File: config.mk
export PLATFORM = sky130hd
export DESIGN_NAME = psram_boot_ctrl
export DESIGN_NICKNAME = d
export VERILOG_FILES = /design/src/rtl/psram_boot_pkg.sv /design/src/rtl/boot_settle_timer.sv /design/src/rtl/boot_rst_arbiter.sv /design/src/rtl/boot_pin_monitor.sv /design/src/rtl/psram_boot_ctrl.sv
export SDC_FILE = /design/constraint.sdc
export NUM_CORES = 1
export LEC_CHECK = 0
export BUFFER_PORTS_ARGS = -buffer_cell sky130_fd_sc_hd__buf_2
export CAP_MARGIN = 20
export CORE_MARGIN = 2
export CORE_UTILIZATION = 47
export DETAILED_ROUTE_END_ITERATION = 16
export PLACE_DENSITY = 0.74
export SLEW_MARGIN = 15
export SYNTH_ARGS = -nofsm -noshare
export SYNTH_HDL_FRONTEND = slang
export SYNTH_SLANG_ARGS = --single-unit
File: constraint.sdc
create_clock -name clk_i -period 1.7 [get_ports clk_i]
set_clock_uncertainty 0.15 [all_clocks]
set_input_delay 0.17 -clock clk_i [delete_from_list [all_inputs] [get_ports clk_i]]
set_output_delay 0.17 -clock clk_i [all_outputs]
set_load 0.02 [all_outputs]
File: src/rtl/psram_boot_pkg.sv
package psram_boot_pkg;
   localparam logic [7:0] CODE_RST_ARM  = 8'h66;
   localparam logic [7:0] CODE_RST_FIRE = 8'h99;

   typedef enum logic [0:0] {
      ARM_IDLE = 1'b0,
      ARM_SET  = 1'b1
   } arm_state_e;
endpackage

File: src/rtl/boot_settle_timer.sv
module boot_settle_timer #(
   parameter int unsigned TICKS = 150
) (
   input  logic clk_i,
   input  logic rst_ni,
   input  logic vdd_ok_i,
   input  logic tick_i,
   output logic done_o
);
   localparam int unsigned CNT_W = $clog2(TICKS + 1);
   localparam logic [CNT_W-1:0] LIMIT = CNT_W'(TICKS);

   if (TICKS < 1) begin : g_bad_ticks
      $error("boot_settle_timer: TICKS must be at least 1");
   end

   logic [CNT_W-1:0] cnt_q;

   always_ff @(posedge clk_i or negedge rst_ni) begin
      if (!rst_ni) begin
         cnt_q <= '0;
      end else if (!vdd_ok_i) begin
         cnt_q <= '0;
      end else if (tick_i && (cnt_q != LIMIT)) begin
         cnt_q <= cnt_q + 1'b1;
      end
   end

   assign done_o = (cnt_q == LIMIT);

   // count never passes its limit
   a_r1_cnt_bound : assert property (@(posedge clk_i) disable iff (!rst_ni)
      cnt_q <= LIMIT);
   // completion is lost only through a supply drop
   a_r6_done_drop : assert property (@(posedge clk_i) disable iff (!rst_ni)
      $fell(done_o) |-> !$past(vdd_ok_i));
endmodule

File: src/rtl/boot_rst_arbiter.sv
module boot_rst_arbiter
   import psram_boot_pkg::*;
#(
   parameter int unsigned CMD_W = 8,
   parameter logic [CMD_W-1:0] ARM_CODE  = CMD_W'(CODE_RST_ARM),
   parameter logic [CMD_W-1:0] FIRE_CODE = CMD_W'(CODE_RST_FIRE)
) (
   input  logic             clk_i,
   input  logic             rst_ni,
   input  logic             enable_i,
   input  logic             cmd_vld_i,
   input  logic [CMD_W-1:0] cmd_code_i,
   output logic             fire_o
);
   if (CMD_W < 8) begin : g_bad_width
      $error("boot_rst_arbiter: CMD_W must be at least 8");
   end
   if (ARM_CODE == FIRE_CODE) begin : g_bad_codes
      $error("boot_rst_arbiter: arm and fire codes must differ");
   end

   arm_state_e state_q, state_d;
   logic       fire_q, fire_d;
   logic       is_arm, is_fire;

   assign is_arm  = (cmd_code_i == ARM_CODE);
   assign is_fire = (cmd_code_i == FIRE_CODE);

   always_comb begin
      state_d = state_q;
      fire_d  = 1'b0;
      if (!enable_i) begin
         state_d = ARM_IDLE;
      end else if (cmd_vld_i) begin
         if (is_arm) begin
            state_d = ARM_SET;
         end else begin
            fire_d  = is_fire && (state_q == ARM_SET);
            state_d = ARM_IDLE;
         end
      end
   end

   always_ff @(posedge clk_i or negedge rst_ni) begin
      if (!rst_ni) begin
         state_q <= ARM_IDLE;
         fire_q  <= 1'b0;
      end else begin
         state_q <= state_d;
         fire_q  <= fire_d;
      end
   end

   assign fire_o = fire_q;

   // a fire needs an armed latch one cycle earlier
   a_r3_fire_armed : assert property (@(posedge clk_i) disable iff (!rst_ni)
      fire_q |-> $past(state_q == ARM_SET));
   // a non-arm command always leaves the latch idle
   a_r4_cancel : assert property (@(posedge clk_i) disable iff (!rst_ni)
      $past(cmd_vld_i && !is_arm) |-> (state_q == ARM_IDLE));
   // idle cycles keep the latch as it was
   a_r5_hold : assert property (@(posedge clk_i) disable iff (!rst_ni)
      $past(enable_i && !cmd_vld_i) |-> $stable(state_q));
   // fire lasts a single cycle
   a_r3_single : assert property (@(posedge clk_i) disable iff (!rst_ni)
      fire_q |=> !fire_q);
endmodule

File: src/rtl/boot_pin_monitor.sv
module boot_pin_monitor #(
   parameter int unsigned DQ_W = 4
) (
   input  logic            clk_i,
   input  logic            rst_ni,
   input  logic            window_i,
   input  logic            cs_n_i,
   input  logic            sclk_i,
   input  logic [DQ_W-1:0] dq_i,
   output logic            fault_o
);
   if (DQ_W < 1) begin : g_bad_dq
      $error("boot_pin_monitor: DQ_W must be at least 1");
   end

   logic [DQ_W+1:0] act;

   assign act[0] = !cs_n_i;
   assign act[1] = sclk_i;
   for (genvar gi = 0; gi < DQ_W; gi++) begin : g_dq
      assign act[gi+2] = dq_i[gi];
   end

   logic fault_q;
   always_ff @(posedge clk_i or negedge rst_ni) begin
      if (!rst_ni) fault_q <= 1'b0;
      else         fault_q <= window_i && (|act);
   end

   assign fault_o = fault_q;

   // a flag only follows a window cycle
   a_r7_in_window : assert property (@(posedge clk_i) disable iff (!rst_ni)
      fault_q |-> $past(window_i));
endmodule

File: src/rtl/psram_boot_ctrl.sv
module psram_boot_ctrl #(
   parameter int unsigned SETTLE_TICKS = 150,
   parameter int unsigned CMD_W        = 8,
   parameter int unsigned DQ_W         = 4
) (
   input  logic             clk_i,
   input  logic             rst_ni,
   input  logic             vdd_ok_i,
   input  logic             tick_i,
   input  logic             cmd_vld_i,
   input  logic [CMD_W-1:0] cmd_code_i,
   input  logic             cs_n_i,
   input  logic             sclk_i,
   input  logic [DQ_W-1:0]  dq_i,
   output logic             ready_o,
   output logic             spi_dflt_o,
   output logic             lin_burst_o,
   output logic             pin_fault_o
);
   logic settle_done;
   logic fire;
   logic rst_seen_q;

   boot_settle_timer #(.TICKS(SETTLE_TICKS)) u_timer (
      .clk_i    (clk_i),
      .rst_ni   (rst_ni),
      .vdd_ok_i (vdd_ok_i),
      .tick_i   (tick_i),
      .done_o   (settle_done)
   );

   boot_rst_arbiter #(.CMD_W(CMD_W)) u_arb (
      .clk_i      (clk_i),
      .rst_ni     (rst_ni),
      .enable_i   (vdd_ok_i),
      .cmd_vld_i  (cmd_vld_i),
      .cmd_code_i (cmd_code_i),
      .fire_o     (fire)
   );

   boot_pin_monitor #(.DQ_W(DQ_W)) u_mon (
      .clk_i    (clk_i),
      .rst_ni   (rst_ni),
      .window_i (vdd_ok_i && !settle_done),
      .cs_n_i   (cs_n_i),
      .sclk_i   (sclk_i),
      .dq_i     (dq_i),
      .fault_o  (pin_fault_o)
   );

   always_ff @(posedge clk_i or negedge rst_ni) begin
      if (!rst_ni)        rst_seen_q <= 1'b0;
      else if (!vdd_ok_i) rst_seen_q <= 1'b0;
      else if (fire)      rst_seen_q <= 1'b1;
   end

   assign ready_o     = settle_done && rst_seen_q;
   assign spi_dflt_o  = fire;
   assign lin_burst_o = fire;

   // supply loss drops ready on the next edge
   a_r6_vdd_loss : assert property (@(posedge clk_i) disable iff (!rst_ni)
      !vdd_ok_i |=> !ready_o);
   // ready rises only with the supply up in the cycle before
   a_r2_rise_supply : assert property (@(posedge clk_i) disable iff (!rst_ni)
      $rose(ready_o) |-> $past(vdd_ok_i));
   // a fire never lowers ready
   a_r8_keep_ready : assert property (@(posedge clk_i) disable iff (!rst_ni)
      (ready_o && fire && vdd_ok_i) |=> ready_o);
endmodule

### Word-level counts from Yosys, hierarchy flattened

Index checks and enable logic that the tools add are counted.

* reductions and logical operators: 8
* bitwise logic cells: 0
* divide/modulo/power cells: 0
* equal/unequal tests: 7
* shift operators: 0
* multiply operators: 0
* order comparisons: 0
* multiplexer cells: 10
* add/sub/neg operators: 1

Operators by type and width (number)
* $eq A8 B8 Y1 const B: 2
* $mux W8: 2
* $add A8 B1 Y8 const B: 1
* $eq A8 B7 Y1 const B: 1
* $mux W1: 8
* $ne A8 B8 Y1 const B: 1
* $ne A2 B1 Y1 const B: 3
* $reduce_or A6 Y1: 1
* $logic_and A1 B1 Y1: 5
* $logic_not A1 Y1: 2

* output and inout bits: 4
* bits in latches: 0
* bits of input ports: 19
* word-level logic and storage cells: 31
* bits in read-only memories: 0
* RAM bits: 0
* memories: 0
* bits in registers: 12

### Longest topological paths before layout

Gate-level depths: netlist of the first run.

* depth after elaboration: 5
* mapped depth: 5
* depth with buffers taken out: 5

### By module

A second synthesis of the first run with hierarchy kept.

* cell total of the unflattened synthesis: 62
* area total of the unflattened synthesis: 674.4 µm²

Modules (own cells, without submodules)
* boot_settle_timer: area each 444.2 µm², times used 1, cells each 44, sequential area each 200.2 µm²
* boot_rst_arbiter: area each 130.1 µm², times used 1, cells each 10, sequential area each 50.0 µm²
* psram_boot_ctrl: area each 56.3 µm², times used 1, cells each 5, sequential area each 25.0 µm²
* boot_pin_monitor: area each 43.8 µm², times used 1, cells each 3, sequential area each 25.0 µm²

### Least setup slack after synthesis of the first run

OpenSTA, ideal clock, no wires.

* path kind: register to output
* start: reg u_timer.cnt_q[0]
* end: out ready_o
* stages on the path, launching flop included: 5
* arrival: 1.125 ns
* path slack: 0.255 ns
* required time: 1.380 ns
* path buffers: 0
* path through: dfrtp_1 > inv_1 > ha_1 > and4b_1 > and3_1

* cells in the longest elaborated chain, start to end: 2

Ends and longest elaborated chain
* from (decl): line boot_settle_timer.sv:17 `logic [CNT_W-1:0] cnt_q;`
* from (signal assigned): line boot_settle_timer.sv:25 `cnt_q <= cnt_q + 1'b1;`
* $eq A8 B8 Y1: line boot_settle_timer.sv:29 `assign done_o = (cnt_q == LIMIT);`
* $logic_and A1 B1 Y1: line psram_boot_ctrl.sv:57 `assign ready_o = settle_done && rst_seen_q;`
* to (decl): line psram_boot_ctrl.sv:15 `output logic ready_o,`

Every way passes these cells.

### Worst setup path after layout of the first run

Ends and elaborated chain as after synthesis.

==> metrics.yaml, run 1 <==
status:
  outcome: "complete, but fails checks"
  violations: "setup timing"
global_route:
  gr-usage-met3: 0.0261
  grt_pass1_vias: 648
  overflow: 0
  grtUsageMet2: 0.316
  grt_use_met1: 0.237
  grt_pass1_wl_um: 2600
  top_usage_layer: "met2"
  antenna_found_initial: 0
  grt_max_degree: 13
  track_usage: 0.196
placement:
  portBuffers: 22
  dpl-instance-area_um2: 782
  dp_hpwl_um: 1050
  pre_cts_ws_ns: 0.149
  place.gp.congestion: 0.730
clocking:
  cts_tree: "built"
  clockBufferDepth: 2
  cts_buffers: 3
  worstSkewPairLatency_ns: 0.27
  cts-root-buf: "clkbuf_4"
  clk_pin_slew_ns: 0.07
  htreeDepth: 1
  cts_sinks: 12
timing:
  tns_ns: -0.0213
  setup-violations-final: 1
  fmax_ghz: 0.581
  worst_pin_slew_ns: 0.261
  fin_crit_sh: 1.01
  rsz0062_at_grt: "true"
  hold_violations: 0
  worst_slack_ns: -0.0213
  drv_slew: 0
  period_needed_ns: 1.72
  relSlewSlack: 0.824
floorplan:
  die_h_um: 41.6
  die_width_um: 41.6
  ios: 23
  coreArea_um2: 1320
  start_util: 0.505
  row_count: 13
  dieArea_um2: 1730
worst_setup_path:
  criticalPathCategory: "reg -> out"
  cp_num_buf_inv: 2
  worst_path_max_delay_cell: "dfrtp_1"
  cp-start-kind: "register"
  crit_chain: "inv_2 > ha_1 > and4b_2 > and3_4 > buf_6"
  crit_fanout: 2
  crit_required_ns: 1.38
  cp.arrival_ns: 1.40
  critPathTopFamily: "simple AND/OR/NAND/NOR gates"
  slowest_delay_ns: 0.40
  worstSetupEndpointType: "output pin"
drt:
  routed_wl_um: 1610
  first_pass_iters: 4
  antenna_left: 0
  wl_per_cell_um: 13.7
  dr.first_iter.drc_count: 8
  route.detailed.drc: 0
  vias_per_cell: 5.58
  vias: 659
power_and_ir_drop:
  swShare: 0.247
  power.net_switching_uw: 137
  p_leak_nw: 0.434
  p_per_area_nw_per_um2: 604
  seq_power_share: 0.533
  power_frac_comb: 0.154
  peakVddDrop_uv: 291
  p_clk_frac: 0.313
  power.internal_uw: 419
finish:
  syn_to_final_growth_pct: 38.2
  fill_cells: 95
  final_cell_area_um2: 920
  finalNetCount: 126
  final_util: 0.698
  diodes: 0
  drive_gt1_frac: 0.359
synthesis:
  synthTopCellsByCount: "dfrtp_1, nand2_1, a21oi_1"
  synth_seq_cells: 12
  avgSynthCellArea_um2: 9.65
  yosysSeqAreaShare: 0.451
  yosysMostFrequentCell: "dfrtp_1"
  yosysWarnings: 0
  yosys.area.top_type: "dfrtp_1"
  syn-num-nets: 90
  synthArstFlopShare: 1.00
  synthCells: 69
  synthFlopType: "dfrtp_1"
  synth_top_area_frac: 0.451
  synthTopCellsByArea: "dfrtp_1, nand2_1, a21oi_1"
  syn_area_um2: 666
  synth_edf_count: 0
  ys_types: 28
run:
  maxCapViolCount: 0
worst_hold_path:
  hold_path_class: "in -> reg"
repair_timing:
action | CTS | global route
hold endpoints to repair | 14 | 0
buffers inserted | 3 | 3
gates resized for setup | 3 | 4
gates cloned | 0 | 0
hold buffers | 5 | 0
setup endpoints to repair | 1 | 1
pin swaps | 0 | 1
metrics by stage:
stage / cells / hold slack, ns / total power [mW]
2_1_floorplan: 69 / -0.276 / 0.329
3_3_place_gp: 104 / -0.0893 / 0.364
3_5_place_dp: 104 / -0.0880 / 0.366
4_1_cts: 115 / 0.0119 / 0.556
5_1_grt: 118 / 0.0316 / 0.582
6_report: 118 / 0.0189 / 0.556
power by group through the flow:
stage / clock network (mW) / registers, mW / logic, mW
final: 0.174 / 0.296 / 0.0858
after global routing: 0.190 / 0.297 / 0.0958
after CTS: 0.181 / 0.295 / 0.0793
after detailed placement: 0 / 0.304 / 0.0621
after global placement: 0 / 0.304 / 0.0603
after floorplan: 0 / 0.304 / 0.0250
tightest hold or removal path: stages:
cell     delay [ns]
buf_2          0.11
nand3_1        0.06
a21oi_1        0.05
per-layer routing:
| layer | part of all wire | up-vias | wire, um |
|---|---|---|---|
| met1 | 0.43 | 311 | 689 |
| met3 | 0.040 | 4 | 65 |
| met2 | 0.51 | 19 | 827 |
| met5 | 0 | - | 0 |
| li1 | - | 325 | - |
| met4 | 0.018 | 0 | 29 |
cell type report:
cell class | count | area [um2] | area share
Multi-Input combinational cell | 51 | 350 | 0.381
Sequential cell | 12 | 302 | 0.328
Timing Repair Buffer | 33 | 211 | 0.230
Clock buffer | 3 | 22.5 | 0.0245
Tap cell | 15 | 18.8 | 0.0204
Inverter | 4 | 15.0 | 0.0163
worst paths after layout:
path | start | slack (ns) | cells after the start | to
worst max register to register | u_timer.cnt_q[0]$_DFFE_PN0P_ | 0.05 | 6 | u_mon.fault_o$_DFF_PN0_
max in group asynchronous | rst_ni | 1.02 | 2 | u_timer.cnt_q[3]$_DFFE_PN0P_
worst max-delay path | u_timer.cnt_q[0]$_DFFE_PN0P_ | -0.02 | 5 | ready_o
worst min-delay path | cmd_vld_i | 0.02 | 3 | u_arb.state_q$_DFFE_PN0P_
min in group asynchronous | rst_ni | 0.15 | 2 | u_mon.fault_o$_DFF_PN0_
worst min register to register | u_arb.fire_o$_DFF_PN0_ | 0.36 | 2 | rst_seen_q$_DFFE_PN0P_
state kept, by name (all words and copies together), names as in the netlist:
| signal | count |
|---|---|
| rst_seen_q | 1 |
| u_timer.cnt_q | 8 |
| u_arb.fire_o | 1 |
| u_arb.state_q | 1 |
| u_mon.fault_o | 1 |
cell families (layout without fill, tap and decap cells):
group                      after synthesis  after routing  share of synthesized area
xor gates and xnor gates                 1              1                     0.0132
muxes                                    2              2                     0.0301
adders and majority gates                2              2                     0.0376
and+or+nand+nor                         34             34                      0.303
buffers and inverters                    6             40                     0.0413
AOI/OAI and AO/OA                       12             12                      0.124
DFF                                     12             12                      0.451
cells in the final DEF (no fill, tap or decap), types with 5 or more instances in the layout:
cell type,Yosys,layout
buf_2,0,21
buf_4,1,6
dfrtp_1,12,11
a21oi_1,5,5
nand2_1,8,8
dlygate4sd3_1,0,5
(Power assumes the default switching activity.)
==> run 2: changes to the inputs <==
==> constraint.sdc (replaced) <==
create_clock -name clk_i -period 1.7 [get_ports clk_i]
set_clock_uncertainty 0.15 [all_clocks]
set_input_delay 0.085 -clock clk_i [delete_from_list [all_inputs] [get_ports clk_i]]
set_output_delay 0.085 -clock clk_i [all_outputs]
set_load 0.02 [all_outputs]
==> metrics.yaml, run 2 (same netlist as run 1, synthesis figures left out) <==
status:
  outcome: "finished, final reports clean"
drt:
  vias: 683  # +3.6%
  vias_per_cell: 5.55  # -0.57%
  wl_per_cell_um: 14.1  # +2.9%
  antenna_left: 0  # unchanged
  dr.first_iter.drc_count: 8  # unchanged
  route.detailed.drc: 0  # unchanged
  routed_wl_um: 1730  # +7.3%
  first_pass_iters: 4  # unchanged
floorplan:
  coreArea_um2: 1320  # unchanged
  row_count: 13  # unchanged
  die_width_um: 41.6  # unchanged
  start_util: 0.505  # unchanged
  die_h_um: 41.6  # unchanged
  dieArea_um2: 1730  # unchanged
  ios: 23  # unchanged
placement:
  pre_cts_ws_ns: 0.142  # -0.00674 ns
  place.gp.congestion: 0.723  # -0.90%
  portBuffers: 22  # unchanged
  dp_hpwl_um: 1100  # +4.7%
timing:
  fin_crit_sh: 0.979  # -0.0336
  hold_violations: 0  # unchanged
  relSlewSlack: 0.819  # -0.00488
  worst_slack_ns: 0.0358  # +0.0571 ns
  worst_pin_slew_ns: 0.268  # +0.00722 ns
  fmax_ghz: 0.601  # +3.4%
  drv_slew: 0  # unchanged
  rsz0062_at_grt: "true"
  period_needed_ns: 1.66  # -0.0571 ns
  setup-violations-final: 0  # -1
clocking:
  clk_pin_slew_ns: 0.08  # about the same
  cts_buffers: 3  # unchanged
  cts_sinks: 12  # unchanged
  cts_tree: "built"
  worstSkewPairLatency_ns: 0.28  # about the same
  htreeDepth: 1  # unchanged
  cts-root-buf: "clkbuf_4"
  clockBufferDepth: 2  # unchanged
power_and_ir_drop:
  peakVddDrop_uv: 451  # +55%
  p_per_area_nw_per_um2: 633  # +4.7%
  power_uw: 623  # +12%
  p_leak_nw: 0.453  # +4.5%
worst_hold_path:
  hold_path_class: "in -> async"
worst_setup_path:
  cp.arrival_ns: 1.43  # +0.03 ns
  criticalPathCategory: "reg -> out"
  crit_fanout: 5  # +3
  crit_required_ns: 1.46  # +0.08 ns
  cp-start-kind: "register"
  worstSetupEndpointType: "output pin"
finish:
  drive_gt1_frac: 0.306  # -0.0537
  syn_to_final_growth_pct: 47.9
  regMostFlops: "u_timer.cnt_q"
  final_common_cell: "buf_2"
  diodes: 0  # unchanged
  layout_common_cells: "buf_2, dlygate4sd3_1, dfrtp_1"
  largest_register_ffs: 8  # unchanged
  finalNetCount: 130  # +3.2%
global_route:
  antenna_found_initial: 0  # unchanged
  overflow: 0  # unchanged
  grt_pass1_vias: 730  # +13%
  grt_max_degree: 13  # unchanged
  grt_pass1_wl_um: 2890  # +11%
  track_usage: 0.222  # +0.0265
run:
  maxCapViolCount: 0  # unchanged
## run 2: changes by cell type in the layout (fill, tap and decap cells not counted), sizes merged
cell / change
dlygate4sd3: +8
buf: -5
clkbuf: +2
## run 2: per-layer routing
layer | track usage | part of all wire | vias up
li1 | - | - | 332
met1 | 0.220 | 0.37 | 308
met2 | 0.428 | 0.54 | 33
met3 | 0.0130 | 0.035 | 10
met4 | 0.155 | 0.047 | 0
met5 | 0 | 0 | -
## run 2: critical path: stages, from the launching register on
cell and delay (ns):
dfrtp_1 0.39, inv_2 0.06, ha_1 0.13, and4b_2 0.27, and3_4 0.19, buf_6 0.11
## run 2: area by class of cell
class | instances | area (um2)
multi-input cells | 51 | 350
fillers | 88 | 333
flip-flops and latches | 12 | 300
repair buffers | 37 | 264
clock buffers | 4 | 36.3
well taps | 15 | 18.8
inverters | 4 | 15.0
## run 2: report_power, final
group | internal, mW | total [mW] | switching (mW)
combinational | 0.0544 | 0.0973 | 0.0428
clock | 0.130 | 0.230 | 0.100
sequential | 0.291 | 0.295 | 0.00420
## run 2: path summary, 6_finish.rpt
kind	slack, ns	startpoint	endpoint	cells past startpoint
max	0.04	u_timer.cnt_q[0]$_DFFE_PN0P_	ready_o	5
min in group clk_i	0.09	dq_i[1]	u_mon.fault_o$_DFF_PN0_	3
min	0.05	rst_ni	u_timer.cnt_q[1]$_DFFE_PN0P_	2
min reg2reg	0.37	u_arb.fire_o$_DFF_PN0_	rst_seen_q$_DFFE_PN0P_	2
max in group asynchronous	1.13	rst_ni	u_timer.cnt_q[2]$_DFFE_PN0P_	2
max reg2reg	0.21	u_timer.cnt_q[0]$_DFFE_PN0P_	u_mon.fault_o$_DFF_PN0_	5
## run 2: through the flow
step / utilization / instance area, um2 / instances / hold WS, ns / TNS (ns)
after floorplan: - / 666 / 69 / -0.361 / 0
after global placement: 0.594 / 782 / 104 / -0.177 / 0
after detailed placement: 0.594 / 782 / 104 / -0.173 / 0
after CTS: 0.717 / 945 / 121 / 0.0391 / 0
after global routing: 0.747 / 985 / 123 / 0.0914 / -0.00907
final: 0.747 / 985 / 123 / 0.0542 / 0
## run 2: repair_timing
action | CTS | global route
setup endpoints to repair | 1 | 2
hold endpoints to repair | 19 | 1
setup buffers | 2 | 0
pin swaps | 0 | 2
gates resized for setup | 1 | 6
hold buffers | 11 | 3
==> run 3: changes to the inputs <==
--- a/config.mk
+++ b/config.mk
@@ -7,10 +7,13 @@
 export LEC_CHECK = 0
 export BUFFER_PORTS_ARGS = -buffer_cell sky130_fd_sc_hd__buf_2
 export CAP_MARGIN = 20
+export CORE_ASPECT_RATIO = 1.4
 export CORE_MARGIN = 2
-export CORE_UTILIZATION = 47
+export CORE_UTILIZATION = 25
 export DETAILED_ROUTE_END_ITERATION = 16
-export PLACE_DENSITY = 0.74
+export GPL_TIMING_DRIVEN = 0
+export HOLD_SLACK_MARGIN = 0.05
+export PLACE_DENSITY = 0.44
 export SLEW_MARGIN = 15
 export SYNTH_ARGS = -nofsm -noshare
 export SYNTH_HDL_FRONTEND = slang
==> metrics.yaml, run 3 (same netlist as run 1, synthesis figures left out) <==
status:
  outcome: "finished, final reports clean"
power_and_ir_drop:
  power_frac_comb: 0.170  # +0.014
  p_per_area_nw_per_um2: 555  # -12%
  peakVddDrop_uv: 257  # -43%
  p_clk_frac: 0.316  # -0.054
  p_leak_nw: 0.467  # +2.9%
  power.net_switching_uw: 145  # -1.3%
  seq_power_share: 0.514  # +0.040
  power.internal_uw: 429  # -9.9%
  swShare: 0.253  # +0.0168
finish:
  regMostFlops: "u_timer.cnt_q"
  syn_to_final_growth_pct: 55.3
  finalNetCount: 134  # +3.1%
  final_common_cell: "buf_2"
  largest_register_ffs: 8  # unchanged
  diodes: 0  # unchanged
  final_cell_count_no_fill: 147  # +20%
  drive_gt1_frac: 0.315  # +0.00976
  layout_common_cells: "buf_2, dlygate4sd3_1, dfrtp_1"
worst_setup_path:
  reg2reg_slack_ns: 0.09  # -0.12 ns
  cp.arrival_ns: 1.41  # -0.02 ns
  r2r-end: "u_mon.fault_o$_DFF_PN0_"
  crit_required_ns: 1.46  # about the same
  worst_r2r_startpoint: "u_timer.cnt_q[0]$_DFFE_PN0P_"
  r2r_cells: 6  # +1
  crit_fanout: 2  # -3
  worstSetupEndpointType: "output pin"
  cp-startpoint: "u_timer.cnt_q[0]$_DFFE_PN0P_"
  criticalPathCategory: "reg -> out"
  cp-start-kind: "register"
clocking:
  htreeDepth: 1  # unchanged
  cts_tree: "built"
  clockBufferDepth: 2  # unchanged
  cts-root-buf: "clkbuf_4"
  cts_buffers: 3  # unchanged
  cts_sinks: 12  # unchanged
  worstSkewPairLatency_ns: 0.28  # about the same
  clk_pin_slew_ns: 0.08  # about the same
floorplan:
  die_width_um: 47.6  # +14%
  ios: 23  # unchanged
  coreArea_um2: 2590  # +96%
  dieArea_um2: 3100  # +79%
  row_count: 22  # +9
  start_util: 0.257  # -0.248
  die_h_um: 65.1  # +56%
drt:
  vias_per_cell: 4.63  # -17%
  wl_per_cell_um: 12.0  # -14%
  vias: 680  # -0.44%
  antenna_left: 0  # unchanged
  first_pass_iters: 4  # unchanged
  dr.first_iter.drc_count: 11  # +3
  routed_wl_um: 1770  # +2.3%
  route.detailed.drc: 0  # unchanged
timing:
  relSlewSlack: 0.805  # -0.0137
  fin_crit_sh: 0.971  # -0.00839
  rsz0062_at_grt: "false"
  hold_violations: 0  # unchanged
  period_needed_ns: 1.65  # -0.0143 ns
  setup-violations-final: 0  # unchanged
  fmax_ghz: 0.606  # +0.86%
  tns_ns: 0  # unchanged
  drv_slew: 0  # unchanged
  worst_pin_slew_ns: 0.288  # +0.0202 ns
placement:
  dp_cells: 126  # +21%
  dp_hpwl_um: 1230  # +11%
  place.gp.congestion: 0.672  # -7.1%
  portBuffers: 21  # -4.5%
global_route:
  grt_pass1_vias: 751  # +2.9%
  track_usage: 0.141  # -0.0812
  overflow: 0  # unchanged
  grt_pass1_wl_um: 3090  # +6.9%
  antenna_found_initial: 0  # unchanged
  grt_max_degree: 13  # unchanged
worst_hold_path:
  hold_path_class: "in -> async"
run:
  maxCapViolCount: 0  # unchanged
-- run 3: changes by cell type in the layout (fill, tap and decap cells not counted), sizes merged --
cell / delta
clkbuf: -1
buf: +3
dlygate4sd3: +1
-- run 3: metrics by stage --
stage | total power, mW | setup WS (ns) | instance area [um2] | hold slack (ns) | util
finish | 0.574 | 0.0500 | 1030 | 0.0664 | 0.399
global route | 0.611 | 0.00170 | 1030 | 0.0829 | 0.399
CTS | 0.576 | 0.0183 | 998 | 0.0538 | 0.386
detailed placement | 0.367 | 0.111 | 816 | -0.160 | 0.315
global placement | 0.366 | 0.116 | 816 | -0.161 | 0.315
floorplan | 0.329 | 0.264 | 666 | -0.361 | -
-- run 3: worst max path at each step --
stage,to,slack (ns)
3_3_place_gp,u_mon.fault_o$_DFF_PN0_,0.12
2_1_floorplan,u_timer.cnt_q[1]$_DFFE_PN0P_,0.26
6_report,ready_o,0.05
4_1_cts,ready_o,0.02
5_1_grt,ready_o,0.002
3_5_place_dp,u_mon.fault_o$_DFF_PN0_,0.11
-- run 3: layer usage --
layer	wire length (um)	track usage
met1	642	0.145
met2	1060	0.258
met3	41	0.0251
met4	29	0.0608
met5	0	0
-- run 3: cell type report --
type	count	area, um2
buffer	2	12.5
tap	36	45.0
multi-input combinational	51	357
clock buffer	3	22.5
inverter	4	15.0
timing repair buffer	39	282
fill	279	1550
sequential	12	300
-- run 3: critical path, cell delays in order, from the launching register on --
cell and delay (ns):
dfrtp_1 0.38, inv_1 0.08, ha_1 0.15, and4b_2 0.24, and3_4 0.18, buf_6 0.11
-- run 3: what timing repair did --
item | 4_1_cts | 5_1_grt
hold buffers | 13 | 2
endpoints found under the hold margin | 19 | 1
buffers inserted | 3 | 1
pin swaps | 0 | 2
setup endpoints to repair | 1 | 2
gates resized for setup | 2 | 4
-- run 3: power groups by stage --
stage	logic [mW]	registers (mW)	clock network [mW]
after floorplan	0.0250	0.304	0
after global placement	0.0616	0.304	0
after detailed placement	0.0630	0.304	0
after CTS	0.0945	0.295	0.187
after global routing	0.111	0.296	0.204
final	0.0975	0.295	0.181
